$ cat src/rtl/remap_pkg.sv
package remap_pkg;
  localparam int NUM_TGT = 2;
  localparam int TGT_RAM = 0;
  localparam int TGT_FLASH = 1;

  typedef enum logic [1:0] {
    ST_IDLE = 2'd0,
    ST_WAIT = 2'd1,
    ST_RESP = 2'd2
  } xact_state_e;
endpackage

$ cat src/rtl/remap_cfg.sv
module remap_cfg #(
  parameter int DATA_W = 32
) (
  input  logic              clk,
  input  logic              rst_n,
  input  logic              strap_i,
  input  logic              wr_en_i,
  input  logic [DATA_W-1:0] wr_data_i,
  input  logic              idle_i,
  output logic              pend_o,
  output logic              sel_o
);
  logic pend_q;
  logic pval_q;
  logic sel_q;
  logic apply;
  logic wr_unused;

  assign wr_unused = ^wr_data_i[DATA_W-1:1];
  assign apply = idle_i && pend_q;

  always_ff @(posedge clk or negedge rst_n) begin
    if (!rst_n) begin
      pend_q <= 1'b0;
      pval_q <= 1'b0;
    end else if (wr_en_i) begin
      pend_q <= 1'b1;
      pval_q <= wr_data_i[0];
    end else if (apply) begin
      pend_q <= 1'b0;
    end
  end

  // strap is sampled every clock while reset is held
  always_ff @(posedge clk) begin
    if (!rst_n) sel_q <= strap_i;
    else if (apply) sel_q <= pval_q;
  end

  assign pend_o = pend_q;
  assign sel_o = sel_q;
endmodule

$ cat src/rtl/remap_decode.sv
module remap_decode #(
  parameter int ADDR_W = 32,
  parameter int WIN_LOG2 = 21,
  parameter logic [ADDR_W-1:0] WIN0_BASE = 32'h0000_0000,
  parameter logic [ADDR_W-1:0] WIN1_BASE = 32'h2800_0000
) (
  input  logic [ADDR_W-1:0]   addr_i,
  input  logic                sel_i,
  output logic                hit_o,
  output logic                tgt_o,
  output logic [WIN_LOG2-1:0] off_o
);
  localparam int NWIN = 2;

  logic [NWIN-1:0]               win_hit;
  logic [NWIN-1:0][WIN_LOG2-1:0] win_off;
  logic [NWIN-1:0]               diff_unused;

  for (genvar w = 0; w < NWIN; w++) begin : g_win
    localparam logic [ADDR_W-1:0] BASE = (w == 0) ? WIN0_BASE : WIN1_BASE;
    logic [ADDR_W-1:0] diff;
    assign win_hit[w] = (addr_i[ADDR_W-1:WIN_LOG2] == BASE[ADDR_W-1:WIN_LOG2]);
    assign diff = addr_i - BASE;
    assign win_off[w] = diff[WIN_LOG2-1:0];
    assign diff_unused[w] = ^diff[ADDR_W-1:WIN_LOG2];
  end

  assign hit_o = |win_hit;
  // target index = window index XOR select
  assign tgt_o = win_hit[1] ^ sel_i;
  assign off_o = win_hit[1] ? win_off[1] : win_off[0];
endmodule

$ cat src/rtl/remap_xact.sv
module remap_xact
  import remap_pkg::*;
#(
  parameter int DATA_W = 32
) (
  input  logic                           clk,
  input  logic                           rst_n,
  input  logic                           hold_i,
  input  logic                           req_valid_i,
  input  logic                           hit_i,
  input  logic                           tgt_i,
  output logic                           req_ready_o,
  output logic [NUM_TGT-1:0]             tgt_valid_o,
  input  logic [NUM_TGT-1:0]             tgt_ready_i,
  input  logic [NUM_TGT-1:0]             tgt_rsp_valid_i,
  input  logic [NUM_TGT-1:0][DATA_W-1:0] tgt_rsp_rdata_i,
  output logic                           rsp_valid_o,
  input  logic                           rsp_ready_i,
  output logic [DATA_W-1:0]              rsp_rdata_o,
  output logic                           rsp_err_o,
  output logic                           idle_o
);
  xact_state_e       state_q;
  logic              cur_q;
  logic [DATA_W-1:0] rdata_q;
  logic              err_q;
  logic              open;

  assign open = (state_q == ST_IDLE) && !hold_i;
  assign req_ready_o = open && (!hit_i || tgt_ready_i[tgt_i]);

  for (genvar t = 0; t < NUM_TGT; t++) begin : g_tgt
    assign tgt_valid_o[t] = open && req_valid_i && hit_i && (tgt_i == t[0]);
  end

  always_ff @(posedge clk or negedge rst_n) begin
    if (!rst_n) begin
      state_q <= ST_IDLE;
      cur_q   <= 1'b0;
      rdata_q <= '0;
      err_q   <= 1'b0;
    end else begin
      unique case (state_q)
        ST_IDLE: begin
          if (req_valid_i && req_ready_o) begin
            if (!hit_i) begin
              state_q <= ST_RESP;
              rdata_q <= '0;
              err_q   <= 1'b1;
            end else begin
              state_q <= ST_WAIT;
              cur_q   <= tgt_i;
            end
          end
        end
        ST_WAIT: begin
          if (tgt_rsp_valid_i[cur_q]) begin
            state_q <= ST_RESP;
            rdata_q <= tgt_rsp_rdata_i[cur_q];
            err_q   <= 1'b0;
          end
        end
        ST_RESP: begin
          if (rsp_ready_i) state_q <= ST_IDLE;
        end
        default: state_q <= ST_IDLE;
      endcase
    end
  end

  assign rsp_valid_o = (state_q == ST_RESP);
  assign rsp_rdata_o = rdata_q;
  assign rsp_err_o = err_q;
  assign idle_o = (state_q == ST_IDLE);
endmodule

$ cat src/rtl/boot_remap_router.sv
module boot_remap_router
  import remap_pkg::*;
#(
  parameter int ADDR_W = 32,
  parameter int DATA_W = 32,
  parameter int WIN_LOG2 = 21,
  parameter logic [ADDR_W-1:0] WIN0_BASE = 32'h0000_0000,
  parameter logic [ADDR_W-1:0] WIN1_BASE = 32'h2800_0000
) (
  input  logic                clk,
  input  logic                rst_n,
  input  logic                boot_strap,
  input  logic                cfg_wr_en,
  input  logic [DATA_W-1:0]   cfg_wr_data,
  output logic [DATA_W-1:0]   cfg_rd_data,
  input  logic                req_valid,
  output logic                req_ready,
  input  logic [ADDR_W-1:0]   req_addr,
  input  logic                req_write,
  input  logic [DATA_W-1:0]   req_wdata,
  output logic                rsp_valid,
  input  logic                rsp_ready,
  output logic [DATA_W-1:0]   rsp_rdata,
  output logic                rsp_err,
  output logic                ram_req_valid,
  input  logic                ram_req_ready,
  output logic [WIN_LOG2-1:0] ram_req_addr,
  output logic                ram_req_write,
  output logic [DATA_W-1:0]   ram_req_wdata,
  input  logic                ram_rsp_valid,
  input  logic [DATA_W-1:0]   ram_rsp_rdata,
  output logic                flash_req_valid,
  input  logic                flash_req_ready,
  output logic [WIN_LOG2-1:0] flash_req_addr,
  output logic                flash_req_write,
  output logic [DATA_W-1:0]   flash_req_wdata,
  input  logic                flash_rsp_valid,
  input  logic [DATA_W-1:0]   flash_rsp_rdata
);
  logic                           sel;
  logic                           pend;
  logic                           idle;
  logic                           hit;
  logic                           tgt;
  logic [WIN_LOG2-1:0]            off;
  logic [NUM_TGT-1:0]             tvalid;
  logic [NUM_TGT-1:0]             tready;
  logic [NUM_TGT-1:0]             trsp_valid;
  logic [NUM_TGT-1:0][DATA_W-1:0] trsp_rdata;

  remap_cfg #(.DATA_W(DATA_W)) i_cfg (
    .clk(clk), .rst_n(rst_n), .strap_i(boot_strap),
    .wr_en_i(cfg_wr_en), .wr_data_i(cfg_wr_data),
    .idle_i(idle), .pend_o(pend), .sel_o(sel)
  );

  remap_decode #(
    .ADDR_W(ADDR_W), .WIN_LOG2(WIN_LOG2),
    .WIN0_BASE(WIN0_BASE), .WIN1_BASE(WIN1_BASE)
  ) i_dec (
    .addr_i(req_addr), .sel_i(sel), .hit_o(hit), .tgt_o(tgt), .off_o(off)
  );

  remap_xact #(.DATA_W(DATA_W)) i_xact (
    .clk(clk), .rst_n(rst_n), .hold_i(pend),
    .req_valid_i(req_valid), .hit_i(hit), .tgt_i(tgt),
    .req_ready_o(req_ready), .tgt_valid_o(tvalid), .tgt_ready_i(tready),
    .tgt_rsp_valid_i(trsp_valid), .tgt_rsp_rdata_i(trsp_rdata),
    .rsp_valid_o(rsp_valid), .rsp_ready_i(rsp_ready),
    .rsp_rdata_o(rsp_rdata), .rsp_err_o(rsp_err), .idle_o(idle)
  );

  assign cfg_rd_data = {{(DATA_W-1){1'b0}}, sel};

  assign tready     = {flash_req_ready, ram_req_ready};
  assign trsp_valid = {flash_rsp_valid, ram_rsp_valid};
  assign trsp_rdata[TGT_RAM]   = ram_rsp_rdata;
  assign trsp_rdata[TGT_FLASH] = flash_rsp_rdata;

  assign ram_req_valid   = tvalid[TGT_RAM];
  assign ram_req_addr    = off;
  assign ram_req_write   = req_write;
  assign ram_req_wdata   = req_wdata;
  assign flash_req_valid = tvalid[TGT_FLASH];
  assign flash_req_addr  = off;
  assign flash_req_write = req_write;
  assign flash_req_wdata = req_wdata;
endmodule

$ cat config.mk
export PLATFORM = sky130hd
export DESIGN_NAME = boot_remap_router
export DESIGN_NICKNAME = d
export VERILOG_FILES = /design/src/rtl/remap_pkg.sv /design/src/rtl/remap_cfg.sv /design/src/rtl/remap_decode.sv /design/src/rtl/remap_xact.sv /design/src/rtl/boot_remap_router.sv
export SDC_FILE = /design/constraint.sdc
export NUM_CORES = 1
export LEC_CHECK = 0
export CAP_MARGIN = 20
export CORE_AREA = 5 5 132 134
export DETAILED_ROUTE_END_ITERATION = 12
export DIE_AREA = 0 0 137 139
export RECOVER_POWER = 100
export SYNTH_ARGS = -nofsm -noshare
export SYNTH_HDL_FRONTEND = slang
export SYNTH_SLANG_ARGS = --single-unit
export TNS_END_PERCENT = 10
$ cat constraint.sdc
create_clock -name clk -period 2.4 [get_ports clk]
set_clock_uncertainty 0.1 [all_clocks]
set_input_delay 0.24 -clock clk [delete_from_list [all_inputs] [get_ports clk]]
set_output_delay 0.24 -clock clk [all_outputs]
set_load 0.005 [all_outputs]
Yosys cells after proc, flatten, opt, wreduce, memory -nomap -nowiden
Cells that the tools add are included.

cells by class
  add/subtract/negate cells = 1
  order comparisons = 2
  eq/ne operators = 8
  muxes and demuxes = 24
  bitwise logic cells = 2
  reduce and logical (&&, ||, !) cells = 19

operators with widths
  kind                   number
  $mux 32                5
  $pmux 32 s2            1
  $mux 21                1
  $sub 21x1->21 const B  1
  $eq 11x9->1 const B    1
  $logic_not 11->1       1
  $mux 1                 11
  $logic_and 1x1->1      8
  $mux 2                 4
  $ne 2x1->1 const B     4
  $pmux 2 s3             1
  $reduce_and 3->1       2
  $lt 1x2->1 const B     2
  $reduce_and 4->1       1
  $reduce_bool 2->1      2
  $eq 2x1->1 const B     1
  $eq 2x2->1 const B     1
  $logic_not 1->1        2
  $logic_not 2->1        1
  $ne 2x2->1 const B     1
  $pmux 1 s2             1
  $reduce_or 2->1        1
  $logic_or 1x1->1       1
  $not 1->1              1
  $xor 1x1->1            1

storage, ports and cells
  register bits after elaboration = 39
  input bits = 171
  output and inout bits = 177
  word-level logic and storage cells = 63

Longest topological paths before layout
Gate-level depths: netlist of the first run.

  word-level depth = 9
  depth in mapped cells = 6
  gate-level depth less buffers = 4

Cells and area by module
A second synthesis of the first run with hierarchy kept.

second synthesis, totals
  cell total of the unflattened synthesis = 323
  area total of the unflattened synthesis = 3293.2 um2

modules (own cells, without submodules)
  module             times used  cells an instance  area each (um2)  sequential area each (um2)
  remap_xact         1           164                2049.5           900.9
  boot_remap_router  1           120                897.1            0.0
  remap_decode       1           30                 220.2            0.0
  remap_cfg          1           9                  126.4            80.1

Worst setup path after synthesis of the first run
No wires, ideal clock.

  kind = register to register
  from = register i_cfg.sel_q (netlist: i_cfg.sel_o)
  to = register i_xact.rdata_q[0] (netlist: i_xact.rsp_rdata_o[0])
  setup time = 0.126 ns
  data arrival time = 1.511 ns
  data required time = 2.174 ns
  slack = 0.662 ns
  cell stages (with the launch flop) = 7
  path buffers = 2
  cell sequence = edfxtp_1 > buf_4 > mux2i_1 > a22oi_1 > o21ai_1 > buf_2 > a221o_1

on the way
  cells in the longest elaborated chain, start to end = 8

ends and longest elaborated chain
  element                                    line                source
  start: declaration                         remap_cfg.sv:15     logic sel_q;
  start signal: assignment                   remap_cfg.sv:36     if (!rst_n) sel_q <= strap_i;
  start signal: assignment                   remap_cfg.sv:37     else if (apply) sel_q <= pval_q;
  $xor 1x1->1                                remap_decode.sv:30  assign tgt_o = win_hit[1] ^ sel_i;
  $mux 1 (not written as such) (2 in a row)  remap_xact.sv:30    assign req_ready_o = open && (!hit_i || tgt_ready_i[tgt_i]);
  $logic_or 1x1->1                           remap_xact.sv:30
  $logic_and 1x1->1                          remap_xact.sv:30
  $logic_and 1x1->1                          remap_xact.sv:45    if (req_valid_i && req_ready_o) begin
  $ne 2x1->1 (no line)                       --
  $reduce_and 4->1 (no line)                 --
  end signal: assignment                     remap_xact.sv:59    rdata_q <= tgt_rsp_rdata_i[cur_q];
  end: declaration                           remap_xact.sv:25    logic [DATA_W-1:0] rdata_q;

Every way passes these cells. The select of a mux whose other input is x is not followed.
A chain may end at the register's enable or synchronous reset.

Worst setup path after layout of the first run
  from = input port req_addr[23]
  to = output port flash_req_valid

on the way
  cells in the longest elaborated chain, start to end = 4

ends and longest elaborated chain
  element                                          line                     source
  start: declaration                               boot_remap_router.sv:18  input logic [ADDR_W-1:0] req_addr,
  $eq 11x9->1 or $logic_not 11->1 (tied branches)  remap_decode.sv:22       assign win_hit[w] = (addr_i[ADDR_W-1:WIN_LOG2] == BASE[ADDR_W-1:WIN_LOG2]);
  $reduce_or 2->1                                  remap_decode.sv:28       assign hit_o = |win_hit;
  $logic_and 1x1->1                                remap_xact.sv:33         assign tgt_valid_o[t] = open && req_valid_i && hit_i && (tgt_i == t[0]);
  $logic_and 1x1->1 (*)                            remap_xact.sv:33
  end: declaration                                 boot_remap_router.sv:32  output logic flash_req_valid,

Every way passes the cells marked *; elsewhere a longest branch is shown, timed or not.

==> results of run 1 <==
-- layout by cell type (no fill, tap or decap), types with 2 or more instances in the layout --
| master | count |
|---|---|
| clkdlybuf4s50_1 | 85 |
| nor2b_1 | 65 |
| dlygate4sd3_1 | 38 |
| mux2i_1 | 36 |
| dfrtp_1 | 36 |
| a221o_1 | 32 |
| conb_1 | 31 |
| buf_4 | 12 |
| nor2_1 | 8 |
| clkbuf_16 | 5 |
| clkbuf_1 | 5 |
| nor3_1 | 3 |
| nand2_1 | 3 |
| clkbuf_4 | 3 |
| mux2_2 | 2 |
| nand4_1 | 2 |
| inv_1 | 2 |
| clkbuf_8 | 2 |
| dfrtp_2 | 2 |
-- state kept, by name, indices dropped and copies added (netlist names) --
signal              flops
i_cfg.sel_o             1
i_xact.rsp_rdata_o     32
i_cfg.pend_o            1
i_cfg.pval_q            1
i_xact.rsp_err_o        1
i_xact.cur_q            1
i_xact.state_q          2
-- what timing repair did --
item / CTS / global route
setup endpoints to repair: 1 / 1
hold endpoints to repair: 9 / 0
gates resized for setup: 1 / 1
cloned: 0 / 0
hold buffers: 1 / 0
setup buffers: 0 / 1
-- per-layer routing --
layer / GRT usage, % / vias to the layer above / wire, um
li1: - / 1143 / -
met1: 10.52 / 1185 / 3569
met2: 15.47 / 131 / 4308
met3: 3.955 / 51 / 1026
met4: 5.095 / 0 / 372
met5: 0 / - / 0
-- path summary, 6_finish.rpt --
| check | start | end | slack (ns) | depth (start not counted) |
|---|---|---|---|---|
| max in group asynchronous | rst_n | i_xact.rsp_rdata_o[5] | 0.55 | 4 |
| setup / recovery | req_addr[23] | flash_req_valid | 0.13 | 5 |
| hold / removal | req_addr[12] | flash_req_addr[12] | 0.38 | 0 |
| min in group asynchronous | rst_n | i_cfg.pval_q | 0.70 | 3 |
| setup reg to reg | i_cfg.sel_o | i_xact.rsp_rdata_o[20] | 0.22 | 6 |
| hold reg to reg | i_cfg.pval_q | i_cfg.pval_q | 0.41 | 1 |
-- metrics by stage --
| step | instances | area, um2 | worst slack [ns] |
|---|---|---|---|
| 2_1_floorplan | 404 | 3652 | 0.6625 |
| 3_3_place_gp | 605 | 4172 | 0.05046 |
| 3_5_place_dp | 605 | 4172 | 0.003221 |
| 4_1_cts | 614 | 4344 | 0.06506 |
| 5_1_grt | 616 | 4318 | 0.01268 |
| 6_report | 616 | 4318 | 0.1344 |
-- kinds of logic (layout without fill, tap and decap cells) --
kind of cell / count (synthesis) / in the layout / share of synthesized area (%)
and+or+nand+nor: 91 / 91 / 16.47
AOI/OAI and AO/OA: 40 / 40 / 11.03
other: 1 / 32 / 0.1059
DFF: 39 / 39 / 27.71
buffers and inverters: 162 / 153 / 33.05
muxes: 39 / 39 / 11.13
xor gates and xnor gates: 2 / 2 / 0.4950
-- worst max-delay path, stage by stage --
cell             delay (ns)
clkdlybuf4s50_1        0.44
nor4_4                 0.36
nand4_1                0.18
nor2_1                 0.13
dlygate4sd3_1          0.57
-- power breakdown --
group | switching (uW) | internal, uW | total, uW
Combinational | 227 | 341 | 568
Sequential | 49.3 | 725 | 774
Clock | 266 | 443 | 708
Total | 542 | 1510 | 2050
-- layout make-up --
cell class                 instances  area [um2]  share of cell area [%]
inverter                           2       7.507                  0.1739
clock buffer                       8       156.4                   3.622
antenna                            1       2.502                 0.05795
timing repair buffer             143        1379                   31.93
tap                              220       275.3                   6.375
multi-input combinational        203        1514                   35.06
sequential                        39       983.4                   22.78
==> results.md, run 1 <==
* #FFs+latches synth at 39
* Yosys top cell by area: buf_4
* Max cap viols at 0
* Worst Hold Class: input port to output port
* Most common cell in the netlist: buf_4
* RSZ-0062 raised after global routing: false
* CTS buffer count at 5
* Sequential area share after synthesis at 27.71%
* Crit path launch type: input port
* Layout cell share with drive strength beyond 1 at 9.114%
* PwrDens at 474.7 mW/mm2
* Area of the die at 0.01904 mm2
* Residual DRC count at 0
* Peak supply drop at 213.3 uV
* Antenna Nets Post-Route at 0
* Status: completed
* Ys async rst share at 97.44%
* Vias per std cell at 4.075
* Vias in the first global route at 2,697
* Syn Area/Cell at 9.464 um2
* Clock Root Buffer: clkbuf_16
* Clock buffer depth at 2
* Fin crit share at 94.40%
* Initial Util at 21.89%
* Fin. max-slew vios at 0
* Total power draw at 2050 uW
* Ys Warns at 0
* Row cnt at 47
* CP Capture Type: output port
* Gr ovfl total at 0
* # clock sinks at 39
* Post-synth top area share at 30.12%
* Hold Slack at 0.3800 ns
* Setup Viol. Count Final at 0
* Dpl hpwl at 7198 um
* EDFF count, synth at 1
* Period minus WS final at 2.266 ns
* Routed wire length at 9276 um
* Post-synthesis cell count at 374
* Vias at 2,510
* Die Height at 139 um
* Setup tns final at 0 ns
* Largest net degree at the start of global routing at 30
* Initial antenna violation count at 1
* Top cells by area, synth: buf_4, dfrtp_1, nor2b_1, mux2i_1, a221o_1
* Top achievable clock speed at 441.4 MHz
* DRT iter0 DRCs at 39
* Max-slew headroom at 59.50%
* Final-layout fill cell count at 1,715
* 1st-pass router iterations at 4
* Cell area after synthesis at 0.003540 mm2
* Leakage at 0.001869 uW
* Total global-route track usage at 9.531%
* Placer congestion estimate at 0.7569
* Ys flop type: dfrtp_1
* Cell variety after synth at 37
* Ranking of synthesized cells by instance count: buf_4, nor2b_1, dfrtp_1
* IO Port Bufs at 123
* Critical Path RT at 2.06 ns
* Ports at 348
* First-pass GRT wire length at 14,340 um
* Routed len/inst at 15.06 um
* CTS tree: done
* Slew at the pin closest to its max-slew limit at 0.6075 ns
* Final hold vios at 0
* Crit path DAT at 1.93 ns
* Crit Path Max Fanout at 4
* Nets@finish at 565
* Die X at 137 um
* Synth-to-layout area growth at 21.99%
* Core Util, Final at 26.70%
* Crit path kind: input port to output port
* H-tree levels at 2
* Placeable core area at 0.01617 mm2
* Clk_lat worst skew at 0.29 ns
(Power assumes the default switching activity.)
==> run 2: changes to the inputs <==
--- a/config.mk
+++ b/config.mk
@@ -10,6 +10,7 @@
 export DETAILED_ROUTE_END_ITERATION = 12
 export DIE_AREA = 0 0 137 139
 export RECOVER_POWER = 100
+export SLEW_MARGIN = 0
 export SYNTH_ARGS = -nofsm -noshare
 export SYNTH_HDL_FRONTEND = slang
 export SYNTH_SLANG_ARGS = --single-unit
==> results of run 2 <==
No change in the layout: final DEF, timing and power equal those of run 1.
